`config.mk`:
```
export PLATFORM = sky130hd
export DESIGN_NAME = rgn_mpu
export DESIGN_NICKNAME = d
export VERILOG_FILES = /design/src/rtl/rgn_mpu_pkg.sv /design/src/rtl/rgn_mpu_match.sv /design/src/rtl/rgn_mpu_prio.sv /design/src/rtl/rgn_mpu_bank.sv /design/src/rtl/rgn_mpu.sv
export SDC_FILE = /design/constraint.sdc
export NUM_CORES = 2
export LEC_CHECK = 0
export ABC_CLOCK_PERIOD_IN_PS = 11200
export BUFFER_PORTS_ARGS = -buffer_cell sky130_fd_sc_hd__buf_2
export CORE_ASPECT_RATIO = 0.7
export CORE_MARGIN = 2
export CORE_UTILIZATION = 30
export CTS_CLUSTER_DIAMETER = 40
export CTS_CLUSTER_SIZE = 40
export DETAILED_ROUTE_END_ITERATION = 7
export PLACE_DENSITY = 0.53
export SETUP_SLACK_MARGIN = 0.02
export SYNTH_ARGS = -nofsm -noshare
export SYNTH_HDL_FRONTEND = slang
export SYNTH_HIERARCHICAL = 1
export SYNTH_SLANG_ARGS = --single-unit
```
`constraint.sdc`:
```
create_clock -name clk -period 11.2 [get_ports clk]
set_clock_uncertainty 0.15 [all_clocks]
set_input_delay 0.56 -clock clk [delete_from_list [all_inputs] [get_ports clk]]
set_output_delay 0.56 -clock clk [all_outputs]
set_load 0.1 [all_outputs]
```
`src/rtl/rgn_mpu_pkg.sv`:
```
package rgn_mpu_pkg;
    localparam int ADDR_W    = 32;
    localparam int GRAN_LOG2 = 5;
    localparam int BLK_W     = ADDR_W - GRAN_LOG2;
    localparam int CFG_AW    = 5;
    localparam int CTRL_IDX  = 0;
    localparam int LOWER_IDX = 8;
    localparam int UPPER_IDX = 16;

    typedef logic [BLK_W-1:0] blk_t;

    typedef struct packed {
        logic en;
        logic ro;
        logic po;
        blk_t lo;
        blk_t hi;
    } region_t;

    typedef struct packed {
        logic en;
        logic bg;
    } bank_ctrl_t;
endpackage

```
`src/rtl/rgn_mpu_match.sv`:
```
module rgn_mpu_match
    import rgn_mpu_pkg::*;
(
    input  region_t rgn,
    input  blk_t    blk,
    output logic    hit
);
    assign hit = rgn.en && (blk >= rgn.lo) && (blk <= rgn.hi);
endmodule

```
`src/rtl/rgn_mpu_prio.sv`:
```
module rgn_mpu_prio #(
    parameter int N  = 8,
    parameter int IW = (N > 1) ? $clog2(N) : 1
) (
    input  logic [N-1:0]  hit,
    output logic          any,
    output logic [IW-1:0] idx
);
    // Later (higher) indices override earlier ones.
    always_comb begin
        any = 1'b0;
        idx = '0;
        for (int i = 0; i < N; i++) begin
            if (hit[i]) begin
                any = 1'b1;
                idx = IW'(i);
            end
        end
    end
endmodule

```
`src/rtl/rgn_mpu_bank.sv`:
```
module rgn_mpu_bank
    import rgn_mpu_pkg::*;
#(
    parameter int N  = 8,
    parameter int IW = (N > 1) ? $clog2(N) : 1
) (
    input  logic              clk,
    input  logic              rst_n,
    input  logic              wr_en,
    input  logic [CFG_AW-1:0] cfg_idx,
    input  logic [ADDR_W-1:0] wr_data,
    output logic [ADDR_W-1:0] rd_data,
    input  blk_t              blk,
    output logic              ctl_en,
    output logic              ctl_bg,
    output logic              any_hit,
    output region_t           win
);
    bank_ctrl_t      ctrl;
    region_t         rg [N];
    logic [N-1:0]    hit;
    logic [IW-1:0]   win_idx;

    always_ff @(posedge clk or negedge rst_n) begin
        if (!rst_n) begin
            ctrl <= '0;
            for (int r = 0; r < N; r++) rg[r] <= '0;
        end else if (wr_en) begin
            if (cfg_idx == CFG_AW'(CTRL_IDX)) begin
                ctrl.en <= wr_data[0];
                ctrl.bg <= wr_data[1];
            end
            for (int r = 0; r < N; r++) begin
                if (cfg_idx == CFG_AW'(LOWER_IDX + r)) begin
                    rg[r].lo <= wr_data[ADDR_W-1:GRAN_LOG2];
                    rg[r].en <= wr_data[0];
                end
                if (cfg_idx == CFG_AW'(UPPER_IDX + r)) begin
                    rg[r].hi <= wr_data[ADDR_W-1:GRAN_LOG2];
                    rg[r].ro <= wr_data[0];
                    rg[r].po <= wr_data[1];
                end
            end
        end
    end

    always_comb begin
        rd_data = '0;
        if (cfg_idx == CFG_AW'(CTRL_IDX))
            rd_data = {{(ADDR_W-2){1'b0}}, ctrl.bg, ctrl.en};
        for (int r = 0; r < N; r++) begin
            if (cfg_idx == CFG_AW'(LOWER_IDX + r))
                rd_data = {rg[r].lo, {(GRAN_LOG2-1){1'b0}}, rg[r].en};
            if (cfg_idx == CFG_AW'(UPPER_IDX + r))
                rd_data = {rg[r].hi, {(GRAN_LOG2-2){1'b0}}, rg[r].po, rg[r].ro};
        end
    end

    for (genvar g = 0; g < N; g++) begin : g_match
        rgn_mpu_match u_match (
            .rgn (rg[g]),
            .blk (blk),
            .hit (hit[g])
        );
    end

    rgn_mpu_prio #(.N(N), .IW(IW)) u_prio (
        .hit (hit),
        .any (any_hit),
        .idx (win_idx)
    );

    assign win    = rg[win_idx];
    assign ctl_en = ctrl.en;
    assign ctl_bg = ctrl.bg;

    // Bank contents move only on a granted write to this bank
    assert_ctrl_hold_R8: assert property (@(posedge clk) disable iff (!rst_n)
        !wr_en |=> $stable(ctrl));
    assert_win_hits_R6: assert property (@(posedge clk) disable iff (!rst_n)
        any_hit |-> hit[win_idx]);
endmodule

```
`src/rtl/rgn_mpu.sv`:
```
module rgn_mpu
    import rgn_mpu_pkg::*;
#(
    parameter int NUM_REGIONS = 8
) (
    input  logic              clk,
    input  logic              rst_n,
    input  logic              cfg_valid,
    input  logic              cfg_write,
    input  logic              cfg_priv,
    input  logic              cfg_secure,
    input  logic [CFG_AW-1:0] cfg_addr,
    input  logic [ADDR_W-1:0] cfg_wdata,
    output logic [ADDR_W-1:0] cfg_rdata,
    output logic              cfg_err,
    input  logic              acc_valid,
    input  logic [ADDR_W-1:0] acc_addr,
    input  logic              acc_write,
    input  logic              acc_priv,
    input  logic              acc_secure,
    output logic              acc_permit,
    output logic              acc_fault
);
    localparam int NB = 2;
    localparam int IW = (NUM_REGIONS > 1) ? $clog2(NUM_REGIONS) : 1;

    logic [ADDR_W-1:0] bank_rd [NB];
    logic [NB-1:0]     bank_en;
    logic [NB-1:0]     bank_bg;
    logic [NB-1:0]     bank_any;
    region_t           bank_win [NB];
    logic              grant;
    blk_t              blk;

    assign grant = cfg_valid && cfg_priv;
    assign blk   = acc_addr[ADDR_W-1:GRAN_LOG2];

    for (genvar b = 0; b < NB; b++) begin : g_bank
        rgn_mpu_bank #(.N(NUM_REGIONS), .IW(IW)) u_bank (
            .clk     (clk),
            .rst_n   (rst_n),
            .wr_en   (grant && cfg_write && (cfg_secure == b[0])),
            .cfg_idx (cfg_addr),
            .wr_data (cfg_wdata),
            .rd_data (bank_rd[b]),
            .blk     (blk),
            .ctl_en  (bank_en[b]),
            .ctl_bg  (bank_bg[b]),
            .any_hit (bank_any[b]),
            .win     (bank_win[b])
        );
    end

    assign cfg_err   = cfg_valid && !cfg_priv;
    assign cfg_rdata = grant ? bank_rd[cfg_secure] : '0;

    logic    sel_en;
    logic    sel_bg;
    logic    sel_any;
    region_t sel_win;
    logic    allow;

    assign sel_en  = bank_en[acc_secure];
    assign sel_bg  = bank_bg[acc_secure];
    assign sel_any = bank_any[acc_secure];
    assign sel_win = bank_win[acc_secure];

    always_comb begin
        if (!sel_en)
            allow = 1'b1;
        else if (!sel_any)
            allow = acc_priv && sel_bg;
        else if (sel_win.po && !acc_priv)
            allow = 1'b0;
        else if (sel_win.ro && acc_write)
            allow = 1'b0;
        else
            allow = 1'b1;
    end

    assign acc_permit = acc_valid && allow;
    assign acc_fault  = acc_valid && !allow;

    assert_disabled_permit_R2: assert property (@(posedge clk) disable iff (!rst_n)
        (acc_valid && !sel_en) |-> (acc_permit && !acc_fault));
    assert_priv_only_R4: assert property (@(posedge clk) disable iff (!rst_n)
        (acc_valid && sel_en && sel_any && sel_win.po && !acc_priv) |-> acc_fault);
    assert_read_only_R5: assert property (@(posedge clk) disable iff (!rst_n)
        (acc_valid && sel_en && sel_any && sel_win.ro && acc_write) |-> acc_fault);
    assert_no_match_R7: assert property (@(posedge clk) disable iff (!rst_n)
        (acc_valid && sel_en && !sel_any) |-> (acc_permit == (acc_priv && sel_bg)));
    assert_cfg_refuse_R9: assert property (@(posedge clk) disable iff (!rst_n)
        (cfg_valid && !cfg_priv) |-> (cfg_err && cfg_rdata == '0));
    assert_idle_R11: assert property (@(posedge clk) disable iff (!rst_n)
        !acc_valid |-> (!acc_permit && !acc_fault));
    assert_exclusive_R11: assert property (@(posedge clk) disable iff (!rst_n)
        !(acc_permit && acc_fault));
endmodule

```
==> results.cfg <==
[outcome]
outcome = complete, but fails checks
violations = slew limit

[setup_path]
cp.required_ns = 10.49
crit_slowest_cell = sky130_fd_sc_hd__nor4_1
crit_path_frequent_cell = sky130_fd_sc_hd__buf_2
critPathMaxStageDelay_ns = 0.90
element_type_at_the_critical_path_end = output pin
timing.critical_path.arrival_ns = 7.19
worst-setup-path-type = in -> out
setup.worst_path.start_class = primary input
timing.critical_path.cells = buf_2, buf_4, ha_1, nand4_1, nor4_1, o311ai_0, a221oi_2, a21oi_1, o31ai_1, mux4_2, mux2_2, a221o_2, a32oi_1, and2_1, buf_2
critical_path_peak_fanout = 21

[clock_network]
max-clock-path-buffers = 3
cts.sinks = 916
holdBufCountCts = 1
clockRootBuffer = sky130_fd_sc_hd__clkbuf_16
cts_tree = built
cts_htree_levels = 4
worst_skew_pair.late_latency_ns = 0.78
worst_setup_hold_path_clk_slew_ns = 0.05
post_cts_resize_count = 0
tritoncts.num_buffers = 156
postCtsSetupBuffers = 0

[cells_and_area]
final_layout_size_suffix_gt1_share_pct = 23.47
layout.cell_area.non_filler_um2 = 74340
seqCellArea_um2 = 22920
fill_cells = 21617
final_net_count = 7476
commonest_non_fill_non_tap_cell_in_the_layout = sky130_fd_sc_hd__mux2_2
layout_common_cells = sky130_fd_sc_hd__mux2_2, sky130_fd_sc_hd__dfrtp_1, sky130_fd_sc_hd__inv_1
multi_input_comb_area_um2 = 37210
synthToLayoutAreaGrowth_pct = 14.60

[floorplan]
floorplan.initialDensity_pct = 30.25
design.die.area_um2 = 220000
pin_count = 114
fp-row-count = 142
die_h_um = 393.1
design.core.area_um2 = 214400
fp.dieW_um = 559.8

[grt]
grt_max_degree = 164
grt_pass1_wl_um = 369900
first_global_vias = 51757
global_route.usage.total_pct = 22.91
number_of_antenna_violations_at_the_first_check_in_global_routing = 22
grt_remaining_overflow = 0

[routing]
routed-wl-met3_um = 27850
routedWlPerCell_um = 26.98
wl_met1_um = 123900
drt-initial-drc-count = 6119
drt_first_pass_iters = 6
route.met2.wl_um = 100000
route.antenna.remaining_nets = 0
vias = 54271
drc = 0
maxUsedRoutingLayer = met5
routed_wl_um = 257700
routed_via_density = 5.684

[placed_design]
port_buffers = 102
gp_routability_congestion = 0.9497
place_hpwl_um = 186400
post_dp_cell_area_um2 = 68800

[timing]
fmax_mhz = 126.6
final_clock_period_utilization_by_the_worst_path_pct = 70.55
max_slew_margin_pct = -38.68
post-route-min-period_ns = 7.901
report.final.slew_viol_count = 3
final_hold_viol_count = 0
final-setup-viol-count = 0
fin_setup_tns_ns = 0
unrepaired_setup_endpoints_after_global_routing = no
tightestPinTransition_ns = 2.073

[power]
intPower_w = 0.007259
power_density_nw_per_um2 = 137.3
share_seq_of_total_power_pct = 35.4
total_leakage_power_nw = 33.06
swShare_pct = 28.87
clock_power_share_pct = 50.2
vdd_drop_max_mv = 0.09241
switching_power_w = 0.002946
power.share.combinational_pct = 14.4

[logic_synthesis]
syn-mean-instance-area_um2 = 10.07
synthCells = 6442
post_synth_instance_area_um2 = 64870
ys.warnings.count = 6

[worst_hold_path]
worstHoldPathType = in -> async

[run]
maxCapViolCount = 0
-- power groups by stage --
stage          clock network (W)  logic (W)  registers [W]
2_1_floorplan                  0   0.000854        0.00361
6_report                 0.00512    0.00147        0.00362
5_1_grt                  0.00534    0.00161        0.00363
3_3_place_gp                   0    0.00139        0.00366
4_1_cts                  0.00519    0.00144        0.00361
3_5_place_dp                   0    0.00143        0.00367
-- area by class of cell --
class / count / share of cell area, %
Multi-Input combinational cell: 4310 / 50.05
Antenna cell: 8 / 0.02693
Tap cell: 2880 / 4.847
Clock buffer: 188 / 5.718
Timing Repair Buffer: 254 / 2.313
Clock inverter: 97 / 1.693
Sequential cell: 916 / 30.83
Inverter: 895 / 4.519
-- worst paths after layout --
path	startpoint	end	slack, ns	cells past startpoint
min in group clk	cfg_wdata[1]	g_bank[1].u_bank/rg[111]$_DFFE_PN0P_	0.23	2
worst max register to register	g_bank[1].u_bank/ctl_bg$_DFFE_PN0P_	g_bank[1].u_bank/ctl_bg$_DFFE_PN0P_	10.12	1
worst max-delay path	acc_addr[25]	acc_permit	3.30	15
worst min-delay path	rst_n	g_bank[0].u_bank/rg[312]$_DFFE_PN0P_	0.22	2
worst min register to register	g_bank[0].u_bank/rg[393]$_DFFE_PN0P_	g_bank[0].u_bank/rg[393]$_DFFE_PN0P_	0.38	1
max in group asynchronous	rst_n	g_bank[1].u_bank/rg[219]$_DFFE_PN0P_	8.39	4
-- critical path, delay by kind of cell --
kind                       cells  cell delay (ns)
AOI/OAI and AO/OA              6             2.64
adders and majority gates      1             0.20
buffers and inverters          3             1.52
muxes                          2             0.94
and+or+nand+nor                3             1.24
-- registers in the layout, summed over array words and instances (netlist names) --
signal and cells:
g_bank.u_bank/rg 912, g_bank.u_bank/ctl_bg 2, g_bank.u_bank/ctl_en 2
-- layer usage --
metal | track usage, % | up-vias
met5 | 0 | -
met4 | 5.867 | 20
met3 | 6.780 | 346
met2 | 30.95 | 2440
met1 | 34.65 | 27805
li1 | - | 23660
-- stage by stage --
step	utilization, %	instances	power (W)	hold WS (ns)	setup slack, ns
global placement	32.08	9254	0.005046	0.3588	3.572
CTS	34.66	9540	0.01024	0.1766	3.459
floorplan	-	6446	0.004465	0.1144	5.738
detailed placement	32.08	9254	0.005100	0.3642	3.455
global route	34.66	9543	0.01059	0.2203	3.164
finish	34.67	9548	0.01021	0.2187	3.299
Power figures use the tool's default switching activity.
